File: config.mk
export PLATFORM = sky130hd
export DESIGN_NAME = tmr_sync_voter
export DESIGN_NICKNAME = d
export VERILOG_FILES = /design/src/rtl/tmr_sync_pkg.sv /design/src/rtl/tmr_lane_track.sv /design/src/rtl/tmr_vote_core.sv /design/src/rtl/tmr_sync_voter.sv
export SDC_FILE = /design/constraint.sdc
export NUM_CORES = 1
export LEC_CHECK = 0
export ABC_AREA = 1
export BUFFER_PORTS_ARGS = -buffer_cell sky130_fd_sc_hd__buf_2
export CAP_MARGIN = 20
export CORE_UTILIZATION = 28
export CTS_BUF_LIST = sky130_fd_sc_hd__clkbuf_16
export DETAILED_ROUTE_END_ITERATION = 12
export RECOVER_POWER = 50
export SKIP_LAST_GASP = 1
export SYNTH_ARGS = -nofsm -noshare
export SYNTH_HDL_FRONTEND = slang
export SYNTH_SLANG_ARGS = --single-unit
File: constraint.sdc
create_clock -name clk -period 2 [get_ports clk]
set_clock_uncertainty 0.15 [all_clocks]
set_input_delay 0.4 -clock clk [delete_from_list [all_inputs] [get_ports clk]]
set_output_delay 0.4 -clock clk [all_outputs]
set_load 0.03 [all_outputs]
File: src/rtl/tmr_sync_pkg.sv
package tmr_sync_pkg;
    localparam int LANES = 3;
    typedef logic [LANES-1:0] lane_mask_t;
endpackage

File: src/rtl/tmr_lane_track.sv
module tmr_lane_track #(
    parameter int SIG_W = 16,
    parameter int CNT_W = 8
) (
    input  logic             clk,
    input  logic             rst_n,
    input  logic             active_i,
    input  logic             clear_i,
    input  logic [CNT_W-1:0] period_i,
    input  logic             br_i,
    input  logic             irq_i,
    input  logic [SIG_W-1:0] sig_i,
    output logic             arrived_o,
    output logic [SIG_W-1:0] cap_o
);
    typedef struct packed {
        logic [CNT_W-1:0] cnt;
        logic             arr;
        logic [SIG_W-1:0] cap;
    } trk_t;

    trk_t s_d, s_q;
    logic [CNT_W-1:0] last_c;

    assign last_c = (period_i == '0) ? '0 : period_i - 1'b1;

    always_comb begin
        s_d = s_q;
        if (clear_i || !active_i) begin
            s_d.cnt = '0;
            s_d.arr = 1'b0;
        end else if (!s_q.arr) begin
            if (irq_i || (br_i && s_q.cnt == last_c)) begin
                s_d.arr = 1'b1;
                s_d.cap = sig_i;
                s_d.cnt = '0;
            end else if (br_i) begin
                s_d.cnt = s_q.cnt + 1'b1;
            end
        end
    end

    always_ff @(posedge clk or negedge rst_n) begin
        if (!rst_n) s_q <= '0;
        else        s_q <= s_d;
    end

    assign arrived_o = s_q.arr;
    assign cap_o     = s_q.cap;

    assert_arrival_held_R4: assert property (@(posedge clk) disable iff (!rst_n)
        (s_q.arr && !clear_i && active_i) |=> s_q.arr);

    assert_capture_stable_R2: assert property (@(posedge clk) disable iff (!rst_n)
        (s_q.arr && !clear_i) |=> $stable(s_q.cap));
endmodule

File: src/rtl/tmr_vote_core.sv
module tmr_vote_core #(
    parameter int SIG_W = 16
) (
    input  logic [2:0]            part_i,
    input  logic [2:0][SIG_W-1:0] cap_i,
    output logic                  agree_o,
    output logic                  nomaj_o,
    output logic [2:0]            dissent_o,
    output logic [SIG_W-1:0]      voted_o
);
    logic eq01, eq02, eq12;

    assign eq01 = (cap_i[0] == cap_i[1]);
    assign eq02 = (cap_i[0] == cap_i[2]);
    assign eq12 = (cap_i[1] == cap_i[2]);

    always_comb begin
        agree_o   = 1'b0;
        nomaj_o   = 1'b0;
        dissent_o = 3'b000;
        voted_o   = cap_i[0];
        case (part_i)
            3'b111: begin
                if (eq01 && eq02) begin
                    agree_o = 1'b1;
                end else if (eq01) begin
                    agree_o   = 1'b1;
                    dissent_o = 3'b100;
                end else if (eq02) begin
                    agree_o   = 1'b1;
                    dissent_o = 3'b010;
                end else if (eq12) begin
                    agree_o   = 1'b1;
                    dissent_o = 3'b001;
                    voted_o   = cap_i[1];
                end else begin
                    nomaj_o = 1'b1;
                end
            end
            3'b011: begin agree_o = eq01; nomaj_o = !eq01; end
            3'b101: begin agree_o = eq02; nomaj_o = !eq02; end
            3'b110: begin agree_o = eq12; nomaj_o = !eq12; voted_o = cap_i[1]; end
            default: nomaj_o = 1'b1;
        endcase
    end
endmodule

File: src/rtl/tmr_sync_voter.sv
module tmr_sync_voter
    import tmr_sync_pkg::*;
#(
    parameter int SIG_W   = 16,
    parameter int CNT_W   = 8,
    parameter int TIMEOUT = 16
) (
    input  logic                      clk,
    input  logic                      rst_n,
    input  logic                      dual_mode_i,
    input  logic [CNT_W-1:0]          period_i,
    input  logic [LANES-1:0][SIG_W-1:0] lane_sig_i,
    input  logic [LANES-1:0]          lane_br_i,
    input  logic [LANES-1:0]          lane_irq_i,
    output logic [SIG_W-1:0]          voted_sig_o,
    output logic                      voted_vld_o,
    output logic [LANES-1:0]          lane_en_o,
    output logic [LANES-1:0]          lane_fault_o,
    output logic                      no_major_o,
    output logic                      sync_o
);
    localparam int TMR_W = $clog2(TIMEOUT + 1);

    typedef struct packed {
        lane_mask_t       en;
        lane_mask_t       fault;
        logic             nomaj;
        logic             vld;
        logic [SIG_W-1:0] voted;
        logic             sync;
        logic [TMR_W-1:0] tmr;
    } vst_t;

    vst_t s_d, s_q;

    lane_mask_t                   mask, act, arr, part, missing;
    logic [LANES-1:0][SIG_W-1:0]  cap;
    logic                         all_in, waiting, tmo, fire;
    logic                         v_agree, v_nomaj;
    lane_mask_t                   v_dissent;
    logic [SIG_W-1:0]             v_sig;

    assign mask    = dual_mode_i ? 3'b011 : 3'b111;
    assign act     = s_q.en & mask;
    assign part    = arr & act;
    assign all_in  = (act != '0) && (part == act);
    assign waiting = (part != '0) && !all_in;
    assign tmo     = waiting && (s_q.tmr == TMR_W'(TIMEOUT - 1));
    assign fire    = all_in || tmo;
    assign missing = tmo ? (act & ~part) : '0;

    for (genvar i = 0; i < LANES; i++) begin : g_lane
        tmr_lane_track #(.SIG_W(SIG_W), .CNT_W(CNT_W)) u_trk (
            .clk       (clk),
            .rst_n     (rst_n),
            .active_i  (act[i]),
            .clear_i   (fire),
            .period_i  (period_i),
            .br_i      (lane_br_i[i]),
            .irq_i     (lane_irq_i[i]),
            .sig_i     (lane_sig_i[i]),
            .arrived_o (arr[i]),
            .cap_o     (cap[i])
        );
    end

    tmr_vote_core #(.SIG_W(SIG_W)) u_core (
        .part_i    (part),
        .cap_i     (cap),
        .agree_o   (v_agree),
        .nomaj_o   (v_nomaj),
        .dissent_o (v_dissent),
        .voted_o   (v_sig)
    );

    always_comb begin
        s_d      = s_q;
        s_d.sync = 1'b0;
        s_d.tmr  = (waiting && !fire) ? s_q.tmr + 1'b1 : '0;
        if (fire) begin
            s_d.sync  = 1'b1;
            s_d.en    = s_q.en & ~(v_dissent | missing);
            s_d.fault = s_q.fault | v_dissent | missing;
            if (v_nomaj) begin
                s_d.nomaj = 1'b1;
                s_d.vld   = 1'b0;
            end else if (v_agree) begin
                s_d.voted = v_sig;
                s_d.vld   = !s_q.nomaj;
            end
        end
    end

    always_ff @(posedge clk or negedge rst_n) begin
        if (!rst_n) begin
            s_q    <= '0;
            s_q.en <= '1;
        end else begin
            s_q <= s_d;
        end
    end

    assign voted_sig_o  = s_q.voted;
    assign voted_vld_o  = s_q.vld;
    assign lane_en_o    = act;
    assign lane_fault_o = s_q.fault;
    assign no_major_o   = s_q.nomaj;
    assign sync_o       = s_q.sync;

    assert_lockout_sticky_R6: assert property (@(posedge clk) disable iff (!rst_n)
        (s_q.en & ~$past(s_q.en)) == '0);

    assert_fault_locked_R6: assert property (@(posedge clk) disable iff (!rst_n)
        (s_q.fault & s_q.en) == '0);

    assert_enable_change_on_sync_R10: assert property (@(posedge clk) disable iff (!rst_n)
        (s_q.en != $past(s_q.en)) |-> s_q.sync);

    assert_alarm_invalid_R8: assert property (@(posedge clk) disable iff (!rst_n)
        s_q.nomaj |-> !s_q.vld);

    assert_alarm_sticky_R8: assert property (@(posedge clk) disable iff (!rst_n)
        s_q.nomaj |=> s_q.nomaj);

    assert_valid_rise_on_sync_R5: assert property (@(posedge clk) disable iff (!rst_n)
        $rose(s_q.vld) |-> s_q.sync);

    assert_timer_bound_R10: assert property (@(posedge clk) disable iff (!rst_n)
        s_q.tmr < TMR_W'(TIMEOUT));
endmodule

## Yosys cells after proc, flatten, opt, wreduce, memory -nomap -nowiden

Index checks and enable logic that the tools add are counted.

- Flip-flop bits (word level): 105
- Output and inout port bits: 25
- Logic and storage cells: 134

- Equal/unequal tests: 15
- Add/sub/neg operators: 5
- Muxes and demuxes: 42
- Reduce and logical (&&, ||, !) cells: 40
- Bitwise operators: 16

Operators with widths:

| cell | number |
|---|---|
| 25-bit 2-to-1 mux | 3 |
| 17-bit 2-to-1 mux | 4 |
| 16-bit 2-to-1 mux | 4 |
| 8-bit 2-to-1 mux | 7 |
| 16-bit == test | 3 |
| 16-bit one-hot mux with 2 select lines | 1 |
| 9-bit 2-to-1 mux | 3 |
| 8-bit by 1-bit adder with 8-bit output (second input constant) | 3 |
| 8-bit == test | 3 |
| 3-bit 2-to-1 mux | 6 |
| 3-bit nonzero test | 5 |
| 3-bit AND | 4 |
| 3-bit AND reduction | 4 |
| 1-bit 2-to-1 mux | 11 |
| 2-bit AND reduction | 5 |
| 3-bit == test (second input constant) | 3 |
| 1-bit logical NOT | 9 |
| 3-bit bitwise OR | 3 |
| 1-bit logical AND | 8 |
| 8-bit logical NOT | 1 |
| 1-bit one-hot mux with 4 select lines | 2 |
| 8-bit by 1-bit subtractor with 8-bit output (second input constant) | 1 |
| 1-bit logical OR | 7 |
| 1-bit inverter | 7 |
| 8 further kinds | 11 |

## Logic depth before layout (Yosys ltp)

- Depth after elaboration: 12
- Depth in mapped cells: 17
- Depth with buffers taken out: 16

## By module

Synthesis repeated with hierarchy kept, for this count alone.

- Cell total of the unflattened synthesis: 1278
- Area total of the unflattened synthesis: 8241.7 µm²

By module, submodules not included:

| module | cells each | times used | area an instance (µm²) |
|---|---|---|---|
| tmr_lane_track | 247 | 3 | 1736.7 |
| tmr_sync_voter | 173 | 1 | 1516.5 |
| tmr_vote_core | 364 | 1 | 1515.2 |

## Worst setup path before layout

OpenSTA, ideal clock, no wires.

- Path kind: input to register
- From: in period_i[0]
- To: reg g_lane[0].u_trk.s_q, in the netlist g_lane[0].u_trk.cap_o[8]
- Slack: -0.322 ns
- Data arrival time: 2.056 ns
- Setup time: 0.117 ns
- Data required time: 1.733 ns
- Stages: 14
- Path through: inv_1 > ha_1 > nand2_1 > nor2_2 > nand2_4 > nand2_2 > xor2_1 > nand2_1 > nand3b_2 > nand2_2 > nand2_4 > buf_6 > nand2_1 > nand2_1

- Word-level cells in the longest chain between the ends: 6

Ends and longest elaborated chain:

| element | line | source |
|---|---|---|
| start, declared | tmr_sync_voter.sv:11 | `input logic [CNT_W-1:0] period_i,` |
| 8-bit by 1-bit subtractor with 8-bit output / 8-bit logical NOT (equally long branches) | tmr_lane_track.sv:25 | `assign last_c = (period_i == '0) ? '0 : period_i - 1'b1;` |
| 8-bit 2-to-1 mux * | tmr_lane_track.sv:25 |  |
| 8-bit == test * | tmr_lane_track.sv:33 | `if (irq_i \|\| (br_i && s_q.cnt == last_c)) begin` |
| 1-bit logical AND * | tmr_lane_track.sv:33 |  |
| 1-bit logical OR * | tmr_lane_track.sv:33 |  |
| 3-bit AND reduction (no source line) * | -- |  |
| end signal, assigned | tmr_lane_track.sv:44 | `if (!rst_n) s_q <= '0;` |
| end signal, assigned | tmr_lane_track.sv:45 | `else s_q <= s_d;` |
| end, declared | tmr_lane_track.sv:22 | `trk_t s_d, s_q;` |

Every way passes the cells marked *; elsewhere a longest branch is shown, timed or not.
A chain may end at the register's enable or synchronous reset.

## Worst setup path in the final report

- From: in period_i[0]
- To: reg g_lane[0].u_trk.s_q, in the netlist g_lane[0].u_trk.cap_o[11]

The elaborated chain is that of the path after synthesis.

==> results.json <==
{
  "cp_cell_sequence": "buf_6 -> clkinvlp_4 -> ha_4 -> nand2_4 -> nor2_4 -> nand2_4 -> buf_4 -> nand3_1 -> nand3_1 -> nor2_2 -> nand3b_4 -> nand2_8 -> buf_6 -> nand3_1 -> nand2_1",
  "final_cell_mix": "283 x nand2_1, 126 x buf_4, 107 x nand3_1",
  "dp.cells": 1481,
  "layout_commonest_cell": "nand2_1",
  "ys_ff_latch": 105,
  "final_cell_area_um2": 10100,
  "place_area_um2": 8670,
  "grt_pass1_wl_mm": 35.0,
  "initialDrtViolationCount": 492,
  "violations": "negative setup slack",
  "crit_end": "g_lane[0].u_trk.cap_o[11]",
  "numCtsBuffers": 9,
  "area_growth_pct": 45.1,
  "grt_usage": 0.172,
  "yosys_warnings": 0,
  "critPathKind": "primary input to flop",
  "place.gp.congestion": 0.881,
  "power_w": 0.0101,
  "syn_area_um2": 6980,
  "postRouteAntennaNets": 0,
  "post-route-period-util": 1.06,
  "drt_pre_antenna_iters": 5,
  "finalHoldViolations": 0,
  "rows": 57,
  "initial_core_util": 0.286,
  "avgRoutedWirePerCell_um": 14.6,
  "die_area_um2": 25600,
  "finalMaxSlewViolations": 0,
  "critical-path-max-stage-delay_ns": 0.21,
  "drc": 0,
  "grt_max_degree": 29,
  "worst_setup_path_start_kind": "primary input",
  "via_per_inst": 4.66,
  "status": "finished, violations left",
  "clk_latency_ns": 0.37,
  "reg2reg_setup_slack_ns": -0.11,
  "io_pins": 90,
  "startpoint": "period_i[0]",
  "rsz0062_at_grt": "true",
  "finalNonFillerCells": 1531,
  "crit_top_cell": "nand3_1",
  "r2r-start": "s_q[28]",
  "cts-htree-levels": 3,
  "ir_drop_mv": 0.589,
  "antenna_cells": 0,
  "crit_path_top_delay_cell": "ha_4",
  "critPathRequiredTime_ns": 2.16,
  "cap_violations": 0,
  "worst_pin_slew_ns": 1.15,
  "yosysSeqAreaShare": 0.377,
  "fin_nets": 1273,
  "synth_cells": 983,
  "synth.net_count": 1054,
  "ff2ff_path_depth": 13,
  "cts.path.max_buffers": 2,
  "synth_area_leader_cell": "dfrtp_1",
  "ys_types": 42,
  "place_hpwl_mm": 16.4,
  "grt_pass1_vias": 6721,
  "clkSinkCount": 105,
  "preCtsSetupSlack_ns": -0.481,
  "p_leak_nw": 5.23,
  "synth_top_cells_by_area": "dfrtp_1 37%, nand2_1 18%, nand3_1 11%",
  "slew_headroom": 0.231,
  "tritoncts": "done",
  "cp-end-kind": "flop",
  "num_vias": 7140,
  "avgSynthCellArea_um2": 7.10,
  "yosysTopAreaCellShare": 0.366,
  "fin_crit_ns": 2.13,
  "coreArea_um2": 24400,
  "finalSetupViolCount": 82,
  "port-buffer-count": 89,
  "crit_path_max_fanout": 8,
  "p_per_area_nw_per_um2": 1000,
  "wirelength_mm": 22.4,
  "grt_overflow": 0,
  "drive_above_1_share": 0.381,
  "rr_endpoint": "g_lane[0].u_trk.cap_o[11]",
  "antenna_found_initial": 0,
  "cp.arrival_ns": 2.29,
  "die_y_um": 160,
  "worst_slack_ns": -0.126,
  "clk_pin_slew_ns": 0.09,
  "fp.dieW_um": 160,
  "fmax_ghz": 0.470,
  "cts_root_buf": "clkbuf_16",
  "worstHoldPathType": "primary input to flop"
}
[sequential cells by signal (all words and copies together), names as in the netlist]
name / flops
g_lane.u_trk.cap_o: 48
g_lane.u_trk.s_q: 24
voted_sig_o: 16
s_q: 8
g_lane.u_trk.arrived_o: 3
lane_fault_o: 3
no_major_o: 1
sync_o: 1
voted_vld_o: 1
[critical path: cells and delay by family]
kind | cells | cell delay [ns]
fa+ha+maj | 1 | 0.21
simple gates | 10 | 1.13
buf+inv | 4 | 0.52
[cell usage after synthesis, drive strengths merged]
cell,count
nor3,11
or3,1
clkbuf,6
nand2,349
inv,102
a21oi,8
xnor2,17
buf,39
o211ai,1
o21bai,9
nand3b,15
ha,6
a21o,1
nor3b,3
nand4,26
nor4,1
and2,1
clkinv,1
dfstp,3
nand3,156
nor2,73
or2,6
xor2,29
a21boi,1
o21ai,15
o22ai,1
dfrtp,102
[cell families (layout without fill, tap and decap cells)]
family | Yosys count | count (layout) | share of synthesized area
adders and majority gates | 6 | 6 | 0.0108
AOI/OAI and AO/OA | 36 | 36 | 0.0308
DFF | 105 | 105 | 0.377
and+or+nand+nor | 642 | 646 | 0.423
xor gates and xnor gates | 46 | 46 | 0.0577
buffers and inverters | 148 | 368 | 0.101
[stage by stage]
step | utilization | hold slack (ns) | setup TNS, ns
after floorplan | - | -0.0456 | -5.78
after global placement | 0.355 | 0.162 | -30.69
after detailed placement | 0.355 | 0.159 | -34.10
after CTS | 0.383 | 0.103 | -2.96
after global routing | 0.415 | 0.0984 | -19.23
final | 0.415 | 0.102 | -4.56
[area by class of cell]
type,count,area [um^2]
Fill cell,2546,14300
Multi-Input combinational cell,734,4410
Sequential cell,105,2640
Timing Repair Buffer,249,1940
Tap cell,324,405
Inverter,103,393
Clock buffer,9,225
Clock inverter,7,119
[worst min-delay path by stage]
| stage | cells after the start | start | end | slack [ns] |
|---|---|---|---|---|
| after floorplan | 0 | rst_n | g_lane[0].u_trk.arrived_o | -0.05 |
| after global placement | 1 | rst_n | g_lane[2].u_trk.cap_o[13] | 0.16 |
| after detailed placement | 1 | rst_n | g_lane[2].u_trk.cap_o[12] | 0.16 |
| after CTS | 3 | lane_sig_i[41] | g_lane[2].u_trk.cap_o[9] | 0.10 |
| after global routing | 3 | lane_sig_i[46] | g_lane[2].u_trk.cap_o[14] | 0.1 |
| final | 3 | lane_sig_i[41] | g_lane[2].u_trk.cap_o[9] | 0.10 |
[repair_timing]
| action | CTS | global route |
|---|---|---|
| hold endpoints to repair | 14 | 0 |
| pin swaps | 28 | 101 |
| hold buffers | 1 | 0 |
| cloned | 2 | 6 |
| gates resized for setup | 57 | 140 |
| buffers inserted | 11 | 16 |
| setup endpoints to repair | 94 | 98 |
[per-layer routing]
layer / routed length, um / GRT usage
met1: 9870 / 0.217
met2: 11500 / 0.310
met3: 747 / 0.0286
met4: 305 / 0.0281
met5: 0 / 0
[power by group]
group	switching (W)	internal, W
clock network	0.000923	0.00114
logic	0.00254	0.00250
registers	0.000528	0.00251
total	0.00399	0.00615
No activity file was read; power rests on OpenSTA's default activity.
